**src/rtl/kwd_pkg.sv**
```systemverilog
package kwd_pkg;

    localparam int DATA_W = 16;

    localparam logic [DATA_W-1:0] KEY_OPEN    = 16'h5555;
    localparam logic [DATA_W-1:0] KEY_REFRESH = 16'hAAAA;
    localparam logic [DATA_W-1:0] KEY_START   = 16'hCCCC;

    localparam logic [1:0] ADDR_KEY = 2'd0;
    localparam logic [1:0] ADDR_DIV = 2'd1;
    localparam logic [1:0] ADDR_RLD = 2'd2;
    localparam logic [1:0] ADDR_CNT = 2'd3;

    typedef enum logic [1:0] {
        ST_IDLE_LOCKED = 2'd0,
        ST_IDLE_OPEN   = 2'd1,
        ST_RUN_LOCKED  = 2'd2,
        ST_RUN_OPEN    = 2'd3
    } kwd_state_e;

endpackage

```
**src/rtl/kwd_keyctl.sv**
```systemverilog
module kwd_keyctl
    import kwd_pkg::*;
(
    input  logic              clk,
    input  logic              rst_n,
    input  logic              key_wr,
    input  logic [DATA_W-1:0] key_val,
    output logic              unlocked,
    output logic              running,
    output logic              load_cmd
);

    kwd_state_e state_q, state_d;
    logic is_open, is_start, is_refresh;

    assign is_open    = (key_val == KEY_OPEN);
    assign is_start   = (key_val == KEY_START);
    assign is_refresh = (key_val == KEY_REFRESH);

    // next-state logic
    always_comb begin
        state_d = state_q;
        if (key_wr) begin
            unique case (state_q)
                ST_IDLE_LOCKED: begin
                    if (is_open)       state_d = ST_IDLE_OPEN;
                    else if (is_start) state_d = ST_RUN_LOCKED;
                end
                ST_IDLE_OPEN: begin
                    if (is_open)       state_d = ST_IDLE_OPEN;
                    else if (is_start) state_d = ST_RUN_LOCKED;
                    else               state_d = ST_IDLE_LOCKED;
                end
                ST_RUN_LOCKED: begin
                    if (is_open)       state_d = ST_RUN_OPEN;
                end
                ST_RUN_OPEN: begin
                    if (!is_open)      state_d = ST_RUN_LOCKED;
                end
                default:               state_d = ST_IDLE_LOCKED;
            endcase
        end
    end

    // state register
    always_ff @(posedge clk) begin
        if (!rst_n) state_q <= ST_IDLE_LOCKED;
        else        state_q <= state_d;
    end

    // outputs
    always_comb begin
        unlocked = 1'b0;
        running  = 1'b0;
        unique case (state_q)
            ST_IDLE_LOCKED: begin unlocked = 1'b0; running = 1'b0; end
            ST_IDLE_OPEN:   begin unlocked = 1'b1; running = 1'b0; end
            ST_RUN_LOCKED:  begin unlocked = 1'b0; running = 1'b1; end
            ST_RUN_OPEN:    begin unlocked = 1'b1; running = 1'b1; end
            default:        begin unlocked = 1'b0; running = 1'b0; end
        endcase
    end

    assign load_cmd = key_wr && (is_refresh || is_start);


    run_sticky_chk: assert property (@(posedge clk) disable iff (!rst_n)
        running |=> running);


    relock_chk: assert property (@(posedge clk) disable iff (!rst_n)
        (key_wr && !is_open) |=> !unlocked);


    unlock_chk: assert property (@(posedge clk) disable iff (!rst_n)
        (key_wr && is_open) |=> unlocked);


    start_chk: assert property (@(posedge clk) disable iff (!rst_n)
        (key_wr && is_start) |=> running);

endmodule

```
**src/rtl/kwd_prescaler.sv**
```systemverilog
module kwd_prescaler #(
    parameter int DIV_W      = 3,
    parameter int BASE_SHIFT = 2,
    parameter int MAX_SHIFT  = 6
) (
    input  logic             clk,
    input  logic             rst_n,
    input  logic             run,
    input  logic             tick_en,
    input  logic             clear,
    input  logic [DIV_W-1:0] div_code,
    output logic             step
);

    localparam int ACC_W = BASE_SHIFT + MAX_SHIFT;

    logic [ACC_W-1:0] acc_q;
    logic [ACC_W-1:0] limit;
    logic [DIV_W-1:0] eff_code;

    // saturate the code, then form ratio-1
    always_comb begin
        if (div_code > DIV_W'(MAX_SHIFT)) eff_code = DIV_W'(MAX_SHIFT);
        else                              eff_code = div_code;
        limit = ACC_W'((32'd1 << (BASE_SHIFT + int'(eff_code))) - 32'd1);
    end

    assign step = run && tick_en && !clear && (acc_q >= limit);

    always_ff @(posedge clk) begin
        if (!rst_n)                acc_q <= '0;
        else if (clear)            acc_q <= '0;
        else if (run && tick_en) begin
            if (step) acc_q <= '0;
            else      acc_q <= acc_q + 1'b1;
        end
    end


    phase_restart_chk: assert property (@(posedge clk) disable iff (!rst_n)
        step |=> (acc_q == '0));


    phase_hold_chk: assert property (@(posedge clk) disable iff (!rst_n)
        (!tick_en && !clear) |=> $stable(acc_q));

endmodule

```
**src/rtl/kwd_counter.sv**
```systemverilog
module kwd_counter #(
    parameter int              RLD_W   = 12,
    parameter logic [RLD_W-1:0] RLD_RST = '1
) (
    input  logic             clk,
    input  logic             rst_n,
    input  logic             run,
    input  logic             step,
    input  logic             load,
    input  logic [RLD_W-1:0] reload_val,
    output logic [RLD_W-1:0] count,
    output logic             expire
);

    always_ff @(posedge clk) begin
        if (!rst_n) begin
            count  <= RLD_RST;
            expire <= 1'b0;
        end else if (load) begin
            count  <= reload_val;
            expire <= 1'b0;
        end else if (step) begin
            if (count == '0) begin
                count  <= reload_val;
                expire <= 1'b1;
            end else begin
                count  <= count - 1'b1;
                expire <= 1'b0;
            end
        end else begin
            expire <= 1'b0;
        end
    end


    pulse_width_chk: assert property (@(posedge clk) disable iff (!rst_n)
        expire |=> !expire);


    expiry_reload_chk: assert property (@(posedge clk) disable iff (!rst_n)
        expire |-> (count == $past(reload_val)));


    idle_quiet_chk: assert property (@(posedge clk) disable iff (!rst_n)
        expire |-> $past(run));


    count_hold_chk: assert property (@(posedge clk) disable iff (!rst_n)
        (!step && !load) |=> $stable(count));

endmodule

```
**src/rtl/kwd_watchdog.sv**
```systemverilog
module kwd_watchdog
    import kwd_pkg::*;
#(
    parameter int               DIV_W      = 3,
    parameter int               BASE_SHIFT = 2,
    parameter int               MAX_SHIFT  = 6,
    parameter int               RLD_W      = 12,
    parameter logic [RLD_W-1:0] RLD_RST    = 12'hFFF
) (
    input  logic              clk,
    input  logic              rst_n,
    input  logic              wr_en,
    input  logic [1:0]        wr_addr,
    input  logic [DATA_W-1:0] wr_data,
    input  logic [1:0]        rd_addr,
    output logic [DATA_W-1:0] rd_data,
    input  logic              tick_en,
    output logic              rst_req
);

    logic             unlocked, running, load_cmd, step;
    logic             key_wr, div_wr, rld_wr;
    logic [DIV_W-1:0] div_q;
    logic [RLD_W-1:0] rld_q;
    logic [RLD_W-1:0] count;

    assign key_wr = wr_en && (wr_addr == ADDR_KEY);
    assign div_wr = wr_en && (wr_addr == ADDR_DIV) && unlocked;
    assign rld_wr = wr_en && (wr_addr == ADDR_RLD) && unlocked;

    kwd_keyctl u_keyctl (
        .clk      (clk),
        .rst_n    (rst_n),
        .key_wr   (key_wr),
        .key_val  (wr_data),
        .unlocked (unlocked),
        .running  (running),
        .load_cmd (load_cmd)
    );

    always_ff @(posedge clk) begin
        if (!rst_n) begin
            div_q <= '0;
            rld_q <= RLD_RST;
        end else begin
            if (div_wr) div_q <= wr_data[DIV_W-1:0];
            if (rld_wr) rld_q <= wr_data[RLD_W-1:0];
        end
    end

    kwd_prescaler #(
        .DIV_W      (DIV_W),
        .BASE_SHIFT (BASE_SHIFT),
        .MAX_SHIFT  (MAX_SHIFT)
    ) u_presc (
        .clk      (clk),
        .rst_n    (rst_n),
        .run      (running),
        .tick_en  (tick_en),
        .clear    (load_cmd),
        .div_code (div_q),
        .step     (step)
    );

    kwd_counter #(
        .RLD_W   (RLD_W),
        .RLD_RST (RLD_RST)
    ) u_count (
        .clk        (clk),
        .rst_n      (rst_n),
        .run        (running),
        .step       (step),
        .load       (load_cmd),
        .reload_val (rld_q),
        .count      (count),
        .expire     (rst_req)
    );

    always_comb begin
        rd_data = '0;
        unique case (rd_addr)
            ADDR_KEY: rd_data[1:0]       = {running, unlocked};
            ADDR_DIV: rd_data[DIV_W-1:0] = div_q;
            ADDR_RLD: rd_data[RLD_W-1:0] = rld_q;
            ADDR_CNT: rd_data[RLD_W-1:0] = count;
            default:  rd_data            = '0;
        endcase
    end


    div_guard_chk: assert property (@(posedge clk) disable iff (!rst_n)
        (wr_en && wr_addr == ADDR_DIV && !unlocked) |=> $stable(div_q));


    rld_guard_chk: assert property (@(posedge clk) disable iff (!rst_n)
        (wr_en && wr_addr == ADDR_RLD && !unlocked) |=> $stable(rld_q));


    rld_no_disturb_chk: assert property (@(posedge clk) disable iff (!rst_n)
        (rld_wr && !step) |=> $stable(count));

endmodule

```
**config.mk**
```make
export PLATFORM = sky130hd
export DESIGN_NAME = kwd_watchdog
export DESIGN_NICKNAME = d
export VERILOG_FILES = /design/src/rtl/kwd_pkg.sv /design/src/rtl/kwd_keyctl.sv /design/src/rtl/kwd_prescaler.sv /design/src/rtl/kwd_counter.sv /design/src/rtl/kwd_watchdog.sv
export SDC_FILE = /design/constraint.sdc
export NUM_CORES = 1
export LEC_CHECK = 0
export ABC_AREA = 1
export CAP_MARGIN = 30
export CORE_UTILIZATION = 50
export CTS_CLUSTER_DIAMETER = 50
export DETAILED_ROUTE_END_ITERATION = 8
export PLACE_DENSITY = 0.77
export RECOVER_POWER = 100
export SKIP_CTS_REPAIR_TIMING = 1
export SYNTH_ARGS = -nofsm -noshare
export SYNTH_HDL_FRONTEND = slang
export SYNTH_SLANG_ARGS = --single-unit
```
**constraint.sdc**
```tcl
create_clock -name clk -period 2 [get_ports clk]
set_input_delay 0.2 -clock clk [delete_from_list [all_inputs] [get_ports clk]]
set_output_delay 0.2 -clock clk [all_outputs]
set_load 0.01 [all_outputs]
```
======== Word-level counts from Yosys, hierarchy flattened ========
Cells that the tools add are included.
Widths: inputs -> output; s select.
storage, ports and cells
  word-level logic and storage cells ...... 70
  bits of input ports ..................... 24
  bits in registers ....................... 38
  output and inout port bits .............. 17
operators by class
  order comparisons ....................... 2
  shifts and indexed selects .............. 1
  equality and inequality tests ........... 14
  reductions and logical operators ........ 23
  add/sub/neg operators ................... 4
  bitwise logic cells ..................... 2
  muxes and demuxes ....................... 18
operator list
  operator               number
  $mux 12                3
  $eq 16x16->1 const B   2
  $shl 1x32->8 const A   1
  $pmux 9 s2             1
  $eq 16x15->1 const B   1
  $pmux 2 s4             2
  $logic_not 12->1       1
  $mux 2                 6
  $sub 12x1->12 const B  1
  $eq 2x2->1 const B     5
  $reduce_or 2->1        5
  $logic_and 1x1->1      9
  $add 8x1->8 const B    1
  $ge 8x8->1             1
  $mux 8                 1
  $sub 8x1->8 const B    1
  $eq 2x1->1 const B     3
  $logic_not 2->1        3
  $add 2x3->4 const A    1
  $pmux 1 s2             2
  $reduce_and 4->1       1
  $gt 3x3->1 const B     1
  $mux 3                 1
  $ne 3x1->1 const B     1
  other kinds (9)        10

======== Longest topological paths before layout ========
Gate-level depths: netlist of the first run.
  depth after elaboration ................. 9
  mapped depth ............................ 14
  depth with buffers taken out ............ 14

======== Cells and area by module ========
Synthesis of the first run repeated with hierarchy kept, for this count alone.
second synthesis, totals
  cell total of the unflattened synthesis .. 462
  area total of the unflattened synthesis .. 2,845.2 sq um
modules (own cells, without submodules)
  module         area each (sq um)  cells an instance  instances  sequential area each (sq um)
  kwd_counter    979.7              162                1          260.2
  kwd_watchdog   860.8              135                1          300.3
  kwd_prescaler  696.9              99                 1          160.2
  kwd_keyctl     307.8              66                 1          40.0

======== Least setup slack after synthesis of the first run ========
No wires, ideal clock.
  path kind ............................... register to register
  start ................................... register div_q[1]
  end ..................................... register u_count.count[2]
  data required time ...................... 1.870 ns
  clock period less this slack ............ 2.224 ns
  setup time .............................. 0.130 ns
  setup slack ............................. -0.224 ns
  cell stages (with the launch flop) ...... 15
  data arrival time ....................... 2.094 ns
  buffers on the path ..................... 1
  cells stage by stage .................... dfxtp_1 > inv_1 > ha_1 > nand4_1 > xnor2_1 > ha_1 > nand2_1 > inv_1 > a21oi_1 > nand2_1 > nor2_1 > o21ai_2 > buf_4 > nand2_1 > nand3_1
on the way
  longest elaborated chain between the ends .. 8
RTL lines
  what                           RTL line             RTL
  start, declared                kwd_watchdog.sv:23   logic [DIV_W-1:0] div_q;
  start signal, assigned         kwd_watchdog.sv:46   if (div_wr) div_q <= wr_data[DIV_W-1:0];
  $gt 3x3->1                     kwd_prescaler.sv:23  if (div_code > DIV_W'(MAX_SHIFT)) eff_code = DIV_W'(MAX_SHIFT);
  $mux 3 *                       kwd_prescaler.sv:23
  $add 2x3->4 *                  kwd_prescaler.sv:25  limit = ACC_W'((32'd1 << (BASE_SHIFT + int'(eff_code))) - 32'd1);
  $shl 1x32->8 *                 kwd_prescaler.sv:25
  $sub 8x1->8 *                  kwd_prescaler.sv:25
  $ge 8x8->1 *                   kwd_prescaler.sv:28  assign step = run && tick_en && !clear && (acc_q >= limit);
  $logic_and 1x1->1 *            kwd_prescaler.sv:28
  $reduce_bool 2->1 (no line) *  -
  end signal, assigned           kwd_counter.sv:20    count <= reload_val;
  end signal, assigned           kwd_counter.sv:24    count <= reload_val;
  end signal, assigned           kwd_counter.sv:27    count <= count - 1'b1;
  end, declared                  kwd_counter.sv:11    output logic [RLD_W-1:0] count,
Mark *: on every way between the ends. The rest lies on a longest branch, timed or not.
A chain may end at the register's enable or synchronous reset.

======== Worst setup path in the final report of the first run ========
  start ................................... register div_q[2]
  end ..................................... register u_count.count[8]
The elaborated chain is that of the path after synthesis.

==> results of run 1 <==
[worst min-delay path, cell delays in order (launching register included)]
cell      delay (ns)
dfxtp_1         0.33
nand2_1         0.05
o211ai_1        0.07
[power breakdown]
group | switching (W) | internal, W | total, W
logic | 0.000120 | 0.000114 | 0.000234
clock network | 0.000273 | 0.000278 | 0.000551
registers | 0.00000405 | 0.000759 | 0.000763
[per-layer routing]
metal  GRT usage  wire, um  part of all wire
met3     0.03690       424             0.055
met1      0.3496      3393              0.44
met4      0.1038       148             0.019
met2      0.4563      3796              0.49
met5           0         0                 0
[logic make-up (layout without fill, tap and decap cells)]
family	after synthesis	after routing	synth area share
buffers and inverters	81	141	0.1233
AND/OR/NAND/NOR	265	266	0.4041
AO/OA/AOI/OAI	51	51	0.1104
adder cells (fa/ha/maj)	14	14	0.06231
flip-flops	38	38	0.2706
other	1	4	0.001334
XOR/XNOR	9	9	0.02804
[final timing paths]
check             startpoint                to  slack, ns  cells after the start
setup / recovery    div_q[2]  u_count.count[8]      -0.34                     15
hold reg to reg    rld_q[11]         rld_q[11]       0.48                      2
hold / removal     rld_q[11]         rld_q[11]       0.48                      2
setup reg to reg    div_q[2]  u_count.count[8]      -0.34                     15
[sequential cells by signal, summed over array words and instances, names as in the netlist]
register,flops
rld_q,12
u_count.count,12
u_presc.acc_q,8
div_q,3
u_keyctl.state_q,2
u_count.expire,1
[stage by stage]
step                      utilization  worst slack (ns)  setup TNS, ns  total power (W)  cell area [um2]
after floorplan                     -          -0.06223        -0.5952        0.0008816             2860
after global placement         0.6508           -0.1494         -2.991         0.001019             3430
after detailed placement       0.6508           -0.2289         -4.682         0.001023             3430
after CTS                      0.6681           -0.2906         -5.667         0.001564             3521
after global routing           0.6892           -0.4547         -8.741         0.001614             3632
final                          0.6892           -0.3355         -6.312         0.001548             3632
[cell type report]
type / instances / area, um2
Sequential cell: 38 / 765.7
Timing Repair Buffer: 68 / 626.9
Inverter: 65 / 244.0
Clock inverter: 1 / 5.005
Multi-Input combinational cell: 344 / 1817
Tap cell: 70 / 87.58
Fill cell: 476 / 1638
Clock buffer: 7 / 86.33
[cell usage in the layout (no fill, tap or decap), types with 2 or more instances in the layout]
cell type / instances
a21oi_1: 11
buf_12: 2
buf_4: 27
clkbuf_1: 6
clkbuf_8: 6
clkdlybuf4s25_1: 5
clkdlybuf4s50_1: 21
clkinv_1: 3
conb_1: 4
dfxtp_1: 36
dlygate4sd3_1: 3
dlymetal6s4s_1: 4
ha_1: 12
inv_1: 58
inv_2: 4
nand2_1: 125
nand2_2: 5
nand2_4: 3
nand3_1: 52
nand3_2: 6
nand3_4: 2
nand3b_1: 3
nand4_1: 5
nor2_1: 55
nor2_2: 2
nor3_1: 3
nor4_1: 2
o211ai_1: 12
o21ai_0: 9
o21ai_1: 4
o22ai_1: 10
xnor2_1: 4
xor2_1: 5
==> results.cfg, run 1 <==
[floorplan]
core-area_mm2 = 0.005270
die_h_um = 76.99
die_w_um = 76.99
dieArea_mm2 = 0.005927
io_pins = 41
start_util = 0.5335
fp-row-count = 26

[synth]
synth-seq-cells = 38
syn_inst = 459
yosysWarnings = 0
yosys-top-cells-area = dfxtp_1 27%, nand2_1 17%, nand3_1 10%, inv_1 8.0%, nor2_1 7.7%
synth_edf_count = 0
synth_area_mm2 = 0.002811
avgSynthCellArea_um2 = 6.125
synth.yosys.seq_area_share = 0.2706
yosysUniqueCellTypes = 33
synth_top_cells_by_count = 130 x nand2_1, 60 x inv_1, 58 x nand3_1, 58 x nor2_1, 38 x dfxtp_1
yosys.cell_count.top_type = nand2_1
postSynth.asyncResetShare = 0
synth_top_area_frac = 0.2706
ys.flop_type = dfxtp_1
yosysTopAreaCell = dfxtp_1

[worst_hold_path]
hold_class = flop to flop

[global_route]
grt_usage = 0.2711
grt_max_degree = 19
grt_pass1_wl_um = 13030
grt_overflow = 0
first_global_vias = 2902
antenna_found_initial = 0

[finish]
drive_above_1_share = 0.1300
layoutNonFillerInstCount = 593
area_delta_synth_final_pct = 29.19
antenna_cells = 0
nNetsFinal = 560

[clock_tree]
numCtsBuffers = 5
cts_max_level = 2
root_buffer = clkbuf_8
clkLatencyLatePin_ns = 0.29
clock_path_buffers = 2
cts_tree = done
clock-sinks = 38
clk_pin_slew_ns = 0.08

[power]
power.leakage_nw = 1.855
powerDensity_mw_per_mm2 = 426.3
peakVddDrop_mv = 0.2148

[worst_setup_path]
critPathMaxStageDelay_ns = 0.36
cp.required_ns = 2.18
cp_common_cell = nand2_1
critical_path_class = flop to flop
cp.arrival_ns = 2.51
endpoint_kind = flop
crit_chain = inv_2 -> ha_4 -> nand4_1 -> xnor2_1 -> ha_1 -> nand2_2 -> inv_1 -> a21oi_2 -> nand2_1 -> nor2_1 -> o21ai_2 -> buf_4 -> clkbuf_16 -> nand2_1 -> nand3_1
path_buf_inv = 4
cp_max_fo = 7
crit_family = adder cells
slowest_stage = dfxtp_2
cp-start-kind = flop

[timing]
rsz0062_at_grt = yes
tightest_slew_ns = 0.5985
fmax_ghz = 0.4282
final.period_utilization = 1.168
layout_setup_ws_ns = -0.3355
clock_skew_ns = 0.006311
finalSetupViolations = 21
relSlewSlack = 0.6010
fin_crit_ns = 2.335
drv_slew = 0
hold_viol_final = 0
hold-worst-slack_ns = 0.4828

[status]
violations = setup timing
status = finished with violations

[placed_design]
io_buffers = 36
dpl.hpwl_um = 5833
place_inst = 579
gp_congestion = 0.9019

[route]
wl_per_cell_um = 13.09
drt_iter0_drc = 244
drcViolationCount = 0
num_vias = 3137
ant_nets = 0
routed_wl_um = 7763
vias_per_cell = 5.290
dr.pass1.iters = 5

[run]
max_cap_viol_count = 0
(Power assumes the default switching activity.)
==> run 2, diff against run 1 <==
--- a/config.mk
+++ b/config.mk
@@ -7,6 +7,7 @@
 export LEC_CHECK = 0
 export ABC_AREA = 1
 export CAP_MARGIN = 30
+export CORE_MARGIN = 2
 export CORE_UTILIZATION = 50
 export CTS_CLUSTER_DIAMETER = 50
 export DETAILED_ROUTE_END_ITERATION = 8
==> run 2 against run 1 <==
The flow still finishes with violations (setup timing). Combinational power is 2% lower. Register-to-register slack hardly changed. Utilization down 2.9 points. Maximum frequency is 0.21% higher. Non-clock buffer count down 3. First-iteration DRC count fell by 22%. Total power fell by 1.1%. Worst hold slack barely moved. Clock power down 2%. Via count fell by 1.8%. Critical path type unchanged. Highest routed layer unchanged.
==> results.cfg, run 2 (synthesis gave the netlist of run 1 again) <==
[status]
violations = setup timing
status = finished with violations

[global_route]
antenna_found_initial = 0
grt_max_degree = 22
grt_use_met1 = 0.3282
grt_pass1_wl_um = 12730
busiest_layer = met2
use_met3 = 0.04432
use_met2 = 0.4246
first_global_vias = 2895
grt_overflow = 0
grt_usage = 0.2514

[finish]
final-seq-area_um2 = 765.7
nNetsFinal = 556
multi_input_area_mm2 = 0.001807
area_delta_synth_final_pct = 28.53
reg_top3 = rld_q: 12 flops, u_count.count: 12 flops, u_presc.acc_q: 8 flops
antenna_cells = 0
drive_above_1_share = 0.1252
layoutNonFillerInstCount = 591
n_fill_cell = 526
layout_common_cells = 124 x nand2_1, 57 x inv_1, 57 x nor2_1
final_common_cell = nand2_1
utilization = 0.6603
design_area_mm2 = 0.003613

[timing]
fmax_ghz = 0.4291
fin_crit_ns = 2.331
relSlewSlack = 0.6442
finalSetupViolations = 21
tightest_slew_ns = 0.5336
clock_skew_ns = 0.004037
hold_viol_final = 0
layout_setup_ws_ns = -0.3306
rsz0062_at_grt = yes
final.period_utilization = 1.165
hold-worst-slack_ns = 0.4829
drv_slew = 0

[power]
peakVddDrop_mv = 0.2767
power.leakage_nw = 1.864
powerDensity_mw_per_mm2 = 423.9
p_total_w = 0.001532

[worst_setup_path]
cp-startpoint = div_q[1]
cp.required_ns = 2.17
path_buf_inv = 4
cp.arrival_ns = 2.50
crit_chain = inv_4 -> ha_4 -> nand4_1 -> xnor2_1 -> ha_1 -> nand2_2 -> inv_2 -> a21oi_2 -> nand2_1 -> nor2_1 -> o21ai_2 -> buf_4 -> clkbuf_16 -> nand2_4 -> nand3_1
cp_max_fo = 7
r2r-start = div_q[1]
crit_family = adder cells
cp-start-kind = flop
slowest_stage = dfxtp_4
endpoint_kind = flop
critPathMaxStageDelay_ns = 0.38
critical_path_class = flop to flop

[clock_tree]
clk_pin_slew_ns = 0.07
clkLatencyLatePin_ns = 0.28
clock-sinks = 38
root_buffer = clkbuf_8
clock_path_buffers = 2
cts_max_level = 2
numCtsBuffers = 5
cts_tree = done

[placed_design]
gp_congestion = 0.8817
io_buffers = 36
placed_area_mm2 = 0.003432
place_inst = 581
dpl.hpwl_um = 5869

[floorplan]
die_w_um = 78.99
dieArea_mm2 = 0.006239
die_h_um = 78.99
start_util = 0.5137
fp-row-count = 27
core-area_mm2 = 0.005473
io_pins = 41

[route]
routed_wl_um = 7404
num_vias = 3080
vias_per_cell = 5.212
wl_per_cell_um = 12.53
ant_nets = 0
drt_iter0_drc = 190
dr.pass1.iters = 5
drcViolationCount = 0

[worst_hold_path]
hold_class = flop to flop
min-delay-start = rld_q[11]

[run]
max_cap_viol_count = 0
run 2: changes by cell type in the layout (fill, tap and decap cells not counted), sizes merged:
cell and delta:
clkbuf -1, buf -2, dlygate4sd3 +1, dlymetal6s4s +1
nand3 -1, clkdlybuf4s50 -1, clkdlybuf4s25 -2, dlymetal6s2s +1
run 2: worst register-to-register path: cells and delay by family (launching register included):
family,cells,cell delay [ns]
buf+inv,4,0.40
simple gates,6,0.49
fa+ha+maj,2,0.56
flops,1,0.38
xor+xnor,1,0.14
compound gates,2,0.24
run 2: routing by layer:
metal	routed length (um)	share of wire	vias to the layer above
met5	0	0	-
met4	133	0.018	0
met3	357	0.048	19
met2	3464	0.47	118
met1	3449	0.47	1355
li1	-	-	1588
run 2: final timing paths:
| kind | to | slack, ns | cells after the start |
|---|---|---|---|
| max reg2reg | u_count.count[2] | -0.33 | 15 |
| min reg2reg | rld_q[11] | 0.48 | 2 |
| min | rld_q[11] | 0.48 | 2 |
| max | u_count.count[2] | -0.33 | 15 |
run 2: layout make-up:
| cell class | count | area share |
|---|---|---|
| Clock buffer | 7 | 0.02389 |
| Clock inverter | 1 | 0.001385 |
| Inverter | 65 | 0.06821 |
| Multi-Input combinational cell | 343 | 0.5000 |
| Sequential cell | 38 | 0.2119 |
| Tap cell | 72 | 0.02493 |
| Timing Repair Buffer | 65 | 0.1697 |
run 2: power breakdown:
part / leakage, nW / total, W / internal (W) / switching, W
clock network: 0.0482 / 0.000540 / 0.000278 / 0.000261
logic: 1.51 / 0.000229 / 0.000111 / 0.000118
registers: 0.309 / 0.000763 / 0.000759 / 0.00000381
total: 1.86 / 0.00153 / 0.00115 / 0.000383
run 2: per-stage QoR:
step | setup TNS [ns] | setup slack [ns]
floorplan | -0.5952 | -0.06223
global placement | -3.319 | -0.1611
detailed placement | -5.195 | -0.2687
CTS | -5.643 | -0.2887
global route | -8.012 | -0.4697
finish | -4.648 | -0.3306
